==> config.mk <==
export PLATFORM = sky130hd
export DESIGN_NAME = tdm_tx_sequencer
export DESIGN_NICKNAME = d
export VERILOG_FILES = /design/src/rtl/tdm_tx_pkg.sv /design/src/rtl/tdm_slot_counter.sv /design/src/rtl/tdm_lookahead.sv /design/src/rtl/tdm_tx_shifter.sv /design/src/rtl/tdm_tx_sequencer.sv
export SDC_FILE = /design/constraint.sdc
export NUM_CORES = 1
export LEC_CHECK = 0
export BUFFER_PORTS_ARGS = -buffer_cell sky130_fd_sc_hd__buf_4
export CAP_MARGIN = 20
export CORE_ASPECT_RATIO = 0.5
export CORE_UTILIZATION = 46
export DETAILED_ROUTE_END_ITERATION = 10
export PLACE_DENSITY = 0.66
export SYNTH_ARGS = -nofsm -noshare
export SYNTH_HDL_FRONTEND = slang
export SYNTH_HIERARCHICAL = 1
export SYNTH_SLANG_ARGS = --single-unit
export TNS_END_PERCENT = 100
==> constraint.sdc <==
create_clock -name clk -period 4.6 [get_ports clk]
set_input_delay 0.69 -clock clk [delete_from_list [all_inputs] [get_ports clk]]
set_output_delay 0.69 -clock clk [all_outputs]
set_load 0.01 [all_outputs]
==> src/rtl/tdm_tx_pkg.sv <==
`timescale 1ns/1ps
package tdm_tx_pkg;
  parameter int unsigned MAX_SLOTS = 32;
  parameter int unsigned WORD_W    = 32;
  localparam int unsigned IDX_W = $clog2(MAX_SLOTS);
  localparam int unsigned CNT_W = $clog2(MAX_SLOTS + 1);
  localparam int unsigned BIT_W = $clog2(WORD_W);
  localparam int unsigned LEN_W = $clog2(WORD_W + 1);

  typedef enum logic [1:0] {
    IDLE_FLOAT   = 2'b00,
    IDLE_FLOAT_B = 2'b01,
    IDLE_LOW     = 2'b10,
    IDLE_HIGH    = 2'b11
  } idle_mode_e;

  // slot index that follows s in a frame of n slots
  function automatic logic [IDX_W-1:0] slot_after(input logic [IDX_W-1:0] s,
                                                  input logic [CNT_W-1:0] n);
    return ((CNT_W'(s) + CNT_W'(1)) >= n) ? '0 : s + IDX_W'(1);
  endfunction

  // true on the final bit of a slot of len bits
  function automatic logic is_last_bit(input logic [BIT_W-1:0] b,
                                       input logic [LEN_W-1:0] len);
    return (LEN_W'(b) + LEN_W'(1)) >= len;
  endfunction

  // move a right-aligned word of len bits up to the MSB end
  function automatic logic [WORD_W-1:0] align_msb(input logic [WORD_W-1:0] w,
                                                  input logic [LEN_W-1:0] len);
    return w << (WORD_W - int'(len));
  endfunction
endpackage

==> src/rtl/tdm_slot_counter.sv <==
`timescale 1ns/1ps
module tdm_slot_counter
  import tdm_tx_pkg::*;
(
  input  logic             clk,
  input  logic             rst_n,
  input  logic             bit_en,
  input  logic             fsync,
  input  logic [CNT_W-1:0] slot_count,
  input  logic [LEN_W-1:0] slot_bits,
  output logic             running,
  output logic [IDX_W-1:0] slot_q,
  output logic [BIT_W-1:0] bit_q,
  output logic             slot_start,
  output logic [IDX_W-1:0] next_slot
);
  logic wrap;

  assign wrap       = running && is_last_bit(bit_q, slot_bits);
  assign slot_start = bit_en && (fsync || wrap);
  assign next_slot  = fsync ? '0 : slot_after(slot_q, slot_count);

  always_ff @(posedge clk) begin
    if (!rst_n) begin
      running <= 1'b0;
      slot_q  <= '0;
      bit_q   <= '0;
    end else if (bit_en) begin
      if (slot_start) begin
        running <= 1'b1;
        slot_q  <= next_slot;
        bit_q   <= '0;
      end else if (running) begin
        bit_q <= bit_q + BIT_W'(1);
      end
    end
  end

  p_bit_in_range_r1: assert property (@(posedge clk) disable iff (!rst_n)
    running |-> (LEN_W'(bit_q) < slot_bits));
  p_slot_in_range_r1: assert property (@(posedge clk) disable iff (!rst_n)
    running |-> (CNT_W'(slot_q) < slot_count));
  p_fsync_restart_r1: assert property (@(posedge clk) disable iff (!rst_n)
    (bit_en && fsync) |=> (slot_q == '0 && bit_q == '0 && running));
endmodule

==> src/rtl/tdm_lookahead.sv <==
`timescale 1ns/1ps
module tdm_lookahead
  import tdm_tx_pkg::*;
(
  input  logic                 clk,
  input  logic                 rst_n,
  input  logic                 slot_start,
  input  logic [IDX_W-1:0]     next_slot,
  input  logic [CNT_W-1:0]     slot_count,
  input  logic [MAX_SLOTS-1:0] slot_mask,
  output logic                 dreq
);
  logic [IDX_W-1:0] peek_slot;

  // the slot after the one now starting; wraps into the next frame
  assign peek_slot = slot_after(next_slot, slot_count);

  always_ff @(posedge clk) begin
    if (!rst_n) dreq <= 1'b0;
    else        dreq <= slot_start && slot_mask[peek_slot];
  end

  p_req_single_r5: assert property (@(posedge clk) disable iff (!rst_n)
    dreq |=> !dreq);
endmodule

==> src/rtl/tdm_tx_shifter.sv <==
`timescale 1ns/1ps
module tdm_tx_shifter
  import tdm_tx_pkg::*;
(
  input  logic              clk,
  input  logic              rst_n,
  input  logic              bit_en,
  input  logic              slot_start,
  input  logic              slot_enabled,
  input  logic [LEN_W-1:0]  slot_bits,
  input  logic              buf_wr,
  input  logic [WORD_W-1:0] buf_data,
  output logic              load,
  output logic              active,
  output logic              shift_msb,
  output logic              buf_full,
  output logic              underrun
);
  logic [WORD_W-1:0] buf_q;
  logic [WORD_W-1:0] shreg;

  assign load      = slot_start && slot_enabled;
  assign shift_msb = shreg[WORD_W-1];

  always_ff @(posedge clk) begin
    if (!rst_n) begin
      buf_q    <= '0;
      buf_full <= 1'b0;
      shreg    <= '0;
      active   <= 1'b0;
      underrun <= 1'b0;
    end else begin
      if (buf_wr) buf_q <= buf_data;
      if (buf_wr)     buf_full <= 1'b1;
      else if (load)  buf_full <= 1'b0;
      if (slot_start) active <= slot_enabled;
      if (load) begin
        shreg    <= align_msb(buf_q, slot_bits);
        underrun <= underrun || !buf_full;
      end else if (bit_en) begin
        shreg <= shreg << 1;
      end
    end
  end

  p_consume_on_load_r3: assert property (@(posedge clk) disable iff (!rst_n)
    $fell(buf_full) |-> $past(load));
  p_disabled_keeps_buf_r3: assert property (@(posedge clk) disable iff (!rst_n)
    (slot_start && !slot_enabled && !buf_wr) |=> $stable(buf_full));
  p_underrun_sticky_r7: assert property (@(posedge clk) disable iff (!rst_n)
    underrun |=> underrun);
  p_write_survives_load_r8: assert property (@(posedge clk) disable iff (!rst_n)
    (buf_wr && load) |=> buf_full);
endmodule

==> src/rtl/tdm_tx_sequencer.sv <==
`timescale 1ns/1ps
module tdm_tx_sequencer
  import tdm_tx_pkg::*;
(
  input  logic                 clk,
  input  logic                 rst_n,
  input  logic                 bit_en,
  input  logic                 fsync,
  input  logic [MAX_SLOTS-1:0] slot_mask,
  input  logic [CNT_W-1:0]     slot_count,
  input  logic [LEN_W-1:0]     slot_bits,
  input  logic [1:0]           idle_mode,
  input  logic                 buf_wr,
  input  logic [WORD_W-1:0]    buf_data,
  output logic                 ser_out,
  output logic                 ser_oe,
  output logic                 dreq,
  output logic                 underrun
);
  logic             running;
  logic [IDX_W-1:0] slot_q;
  logic [BIT_W-1:0] bit_q;
  logic             slot_start;
  logic [IDX_W-1:0] next_slot;
  logic             load;
  logic             active;
  logic             shift_msb;
  logic             buf_full;
  idle_mode_e       mode;

  assign mode = idle_mode_e'(idle_mode);

  tdm_slot_counter u_cnt (
    .clk(clk), .rst_n(rst_n), .bit_en(bit_en), .fsync(fsync),
    .slot_count(slot_count), .slot_bits(slot_bits),
    .running(running), .slot_q(slot_q), .bit_q(bit_q),
    .slot_start(slot_start), .next_slot(next_slot)
  );

  tdm_lookahead u_look (
    .clk(clk), .rst_n(rst_n), .slot_start(slot_start), .next_slot(next_slot),
    .slot_count(slot_count), .slot_mask(slot_mask), .dreq(dreq)
  );

  tdm_tx_shifter u_shift (
    .clk(clk), .rst_n(rst_n), .bit_en(bit_en), .slot_start(slot_start),
    .slot_enabled(slot_mask[next_slot]), .slot_bits(slot_bits),
    .buf_wr(buf_wr), .buf_data(buf_data), .load(load), .active(active),
    .shift_msb(shift_msb), .buf_full(buf_full), .underrun(underrun)
  );

  always_comb begin
    ser_oe  = 1'b1;
    ser_out = shift_msb;
    if (!active) begin
      unique case (mode)
        IDLE_LOW:  ser_out = 1'b0;
        IDLE_HIGH: ser_out = 1'b1;
        default: begin
          ser_oe  = 1'b0;
          ser_out = 1'b0;
        end
      endcase
    end
  end

  p_oe_enabled_slot_r4: assert property (@(posedge clk) disable iff (!rst_n)
    (running && slot_mask[slot_q]) |-> ser_oe);
  p_req_first_bit_r5: assert property (@(posedge clk) disable iff (!rst_n)
    dreq |-> (running && bit_q == '0));
  p_idle_quiet_r9: assert property (@(posedge clk) disable iff (!rst_n)
    !running |-> (!dreq && !active));
  p_load_at_slot_edge_r3: assert property (@(posedge clk) disable iff (!rst_n)
    load |=> (bit_q == '0 && active));
endmodule

==> flow_summary_export.csv <==
group,metric,value,unit
power_and_ir_drop,clock_share_of_power,39.3,%
hold_path,worst_hold_startpoint,"u_shift/underrun",
synth,synth_fp_nets,799,
cts,cts-root-to-sink-buffers,2,
timing,timing.max_slew.rel_slack,47.0,%
detailed_routing,post-route-drc-count,0,
synth,synth-seq-area-share,25.2,%
synth,synth_cell_types,73,
placement,place_hpwl,12000,um
timing,finClkSkew,0.00781,ns
synth,cell_count_after_synthesis,694,
hold_path,min_to,"u_shift/underrun",
cts,cts_made_buffers,9,
detailed_routing,drt_iter0_drc,412,
run,max_cap_violations,0,
timing,grt_setup_unrepaired,"no",
synth,synth_enable_flop_cells,0,
grt,grt_pass1_wl,26800,um
cts,cts_root_buffer,"sky130_fd_sc_hd__clkbuf_16",
cts,postCtsHoldBufs,0,
die,floorplan.die_area,14100,sq um
grt,grt.met2_usage,35.7,%
power_and_ir_drop,internal_power,1520,uW
layout,layout-area-overhead-vs-synth,20.0,%
grt,grt_antenna_before_repair,0,
grt,grt_use_met3,5.14,%
cts,ctsHtreeMaxLevel,3,
grt,grt-ovfl-total,0,
power_and_ir_drop,pwr_per_cell_area,281,nW/um^2
die,floorplan.initialDensity,48.3,%
timing,min_period,4.28,ns
detailed_routing,wl,16600,um
die,die_height,84.6,um
grt,global_route.usage.met1,33.7,%
timing,report.final.slew_viol_count,0,
timing,hold-worst-slack,0.471,ns
synth,netlist_area,6280,sq um
detailed_routing,routed_wire_length_per_instance,17.7,um
cts,clock_tree_from_tritoncts,"built",
layout,finalNetCount,871,
die,coreArea,13000,sq um
critical_path,rr_startpoint,"u_cnt/slot_q[0]",
grt,globalRoute.busiestLayer,"met2",
placement,gp_congestion,0.880,
synth,largest_family_of_logic_cells_by_synthesized_area,"multiplexers",
timing,fin_crit_sh,93.1,%
detailed_routing,vias_per_cell,5.93,
timing,fin_setup_tns,0,ns
synth,yosysWarnings,6,
die,die_w,167,um
critical_path,timing.critical_path.arrival,4.51,ns
synth,post_synth_xor_area_fraction,2.21,%
power_and_ir_drop,total_leakage_power,0.00322,uW
layout,mostFrequentLayoutCells,"sky130_fd_sc_hd__buf_4 (106), sky130_fd_sc_hd__dfxtp_1 (78), sky130_fd_sc_hd__mux2i_1 (76), sky130_fd_sc_hd__o21ai_0 (62), sky130_fd_sc_hd__nand2_1 (51)",
detailed_routing,vias,5575,
critical_path,critical_path.reg2reg.endpoint,"u_look/dreq",
power_and_ir_drop,switching_share,28.2,%
timing,worstMarginPinSlew,0.794,ns
synth,compound_gate_fraction_of_synth_area,21.4,%
cts,clock_sinks,79,
critical_path,setup.worst_path.end_class,"flip-flop",
synth,synth-adder-area-share,4.39,%
critical_path,critical_path_peak_fanout,11,
placement,place.port_buffers,86,
critical_path,worst_r2r_path_depth,20,
run_status,status,"completed",
die,ios,87,
layout,drive_gt1_share,26.6,%
synth,syn_avg_cell_area,9.04,sq um
synth,postSynth.topFlopCell,"sky130_fd_sc_hd__dfxtp_1",
critical_path,critPathRequiredTime,4.83,ns
layout,antenna_cells,0,
power_and_ir_drop,p_sw,598,uW
power_and_ir_drop,p_comb_share,25.0,%
layout,layout.filler_cells,1164,
timing,finalHoldViolCount,0,
hold_path,hold_path.class,"flip-flop to flip-flop",
grt,grt_pass1_vias,5107,
hold_path,holdPathStages,1,
critical_path,timing.reg2reg.setup_slack,0.32,ns
detailed_routing,final_antenna_net_count,0,
grt,grt_max_degree,82,
power_and_ir_drop,seq_power_share,35.8,%
timing,setup_viol,0,
grt,grt_use_total,23.6,%
timing,max_clock_freq,0.233,GHz
cts,clk_latency,0.35,ns
synth,simple_gate_fraction_of_synth_area,15.9,%
layout,layout_commonest_cell,"sky130_fd_sc_hd__buf_4",
power_and_ir_drop,peak_supply_drop,210,uV
synth,async_flop_share,0,%
cts,worst_setup_hold_path_clk_slew,0.06,ns
die,rows,29,
detailed_routing,drt-pass1-iter-count,5,
critical_path,criticalPathCategory,"flip-flop to flip-flop",
synth,post_synth_mux_area_share,25.4,%
synth,register_bit_total_from_synthesis,79,
critical_path,timing.critical_path.from_type,"flip-flop",
==> metrics by stage <==
stage          total power (uW)  worst slack, ns  util (%)  area (sq um)  cells
2_1_floorplan              1120            0.364         -          6280    694
3_3_place_gp               1280            0.132      54.4          7060    922
3_5_place_dp               1280          -0.0786      54.4          7060    922
4_1_cts                    2120           0.0391      57.1          7420    937
5_1_grt                    2210           0.0305      58.0          7530    940
6_report                   2120            0.317      58.0          7530    940
==> Yosys cell counts, drive strengths merged, types with 22 or more instances <==
| cell type | count | area (sq um) |
|---|---|---|
| buf | 22 | 158 |
| nor2 | 37 | 139 |
| clkbuf | 26 | 97.6 |
| inv | 24 | 90.1 |
| mux4 | 27 | 608 |
| dfxtp | 79 | 1580 |
| a21oi | 25 | 125 |
| mux2i | 76 | 761 |
| nand2 | 52 | 195 |
| ha | 22 | 275 |
| nor2b | 40 | 250 |
| o21ai | 74 | 370 |
==> layer usage <==
layer,vias to the layer above,routed length [um]
met2,201,7060
met1,2633,8250
met4,0,206
li1,2724,-
met3,17,1100
met5,-,0
==> final cells by class <==
cell class                 instances  area (sq um)  share of cell area [%]
clock buffer                      10           239                    3.17
clock inverter                     5           106                    1.41
inverter                          25          93.8                    1.25
multi-input combinational        542          4460                    59.2
sequential                        79          1580                    21.0
tap                              170           213                    2.83
timing repair buffer             109           838                    11.1
==> sequential cells by signal, indices dropped and copies added (netlist names) <==
name	flops
u_shift/buf_q	32
u_shift/shreg	32
u_cnt/bit_q	5
u_cnt/slot_q	5
u_cnt/running	1
u_look/dreq	1
u_shift/active	1
u_shift/buf_full	1
u_shift/underrun	1
==> power by group through the flow <==
stage	Combinational [uW]	Sequential, uW	Clock [uW]
final	529	758	832
after global routing	574	762	872
after CTS	515	756	848
after detailed placement	512	771	0
after global placement	510	769	0
after floorplan	359	760	0
==> worst max-delay path: stages (launching register included) <==
cell	delay, ns
sky130_fd_sc_hd__dfxtp_1	0.37
sky130_fd_sc_hd__ha_4	0.17
sky130_fd_sc_hd__nand3_1	0.12
sky130_fd_sc_hd__xnor2_2	0.22
sky130_fd_sc_hd__ha_1	0.29
sky130_fd_sc_hd__a21o_1	0.19
sky130_fd_sc_hd__a211o_1	0.32
sky130_fd_sc_hd__a41oi_4	0.24
sky130_fd_sc_hd__nor2b_1	0.17
sky130_fd_sc_hd__buf_4	0.17
sky130_fd_sc_hd__buf_6	0.17
sky130_fd_sc_hd__ha_2	0.20
sky130_fd_sc_hd__nand3_1	0.12
sky130_fd_sc_hd__xor2_2	0.21
sky130_fd_sc_hd__inv_1	0.09
sky130_fd_sc_hd__ha_1	0.30
sky130_fd_sc_hd__nand4_1	0.14
sky130_fd_sc_hd__o221ai_4	0.30
sky130_fd_sc_hd__o21bai_1	0.11
sky130_fd_sc_hd__a21boi_1	0.16
sky130_fd_sc_hd__o32ai_1	0.10
==> cells by family (layout without fill, tap and decap cells) <==
kind of cell             count (synthesis)  in the layout
AND/OR/NAND/NOR                        194            194
AO/OA/AOI/OAI                          191            191
multiplexers                           123            123
flip-flops                              79             79
buffers and inverters                   73            149
adder cells (fa/ha/maj)                 22             22
XOR/XNOR                                12             12
==> worst max path at each step <==
| stage | start | to | cells after the start |
|---|---|---|---|
| final | u_cnt/slot_q[0] | u_look/dreq | 20 |
| after global routing | u_cnt/slot_q[0] | u_shift/shreg[1] | 20 |
| after CTS | u_cnt/slot_q[1] | u_shift/shreg[29] | 20 |
| after detailed placement | u_cnt/slot_q[1] | u_shift/shreg[25] | 19 |
| after global placement | u_cnt/slot_q[1] | u_shift/shreg[25] | 19 |
| after floorplan | u_cnt/slot_q[0] | u_shift/shreg[25] | 19 |
==> repair_timing <==
item / in CTS / in global routing
setup endpoints to repair: 10 / 33
setup buffers: 0 / 3
pin swaps: 0 / 4
gates resized for setup: 1 / 18
Note: power is estimated with default switching activity, not from simulation.
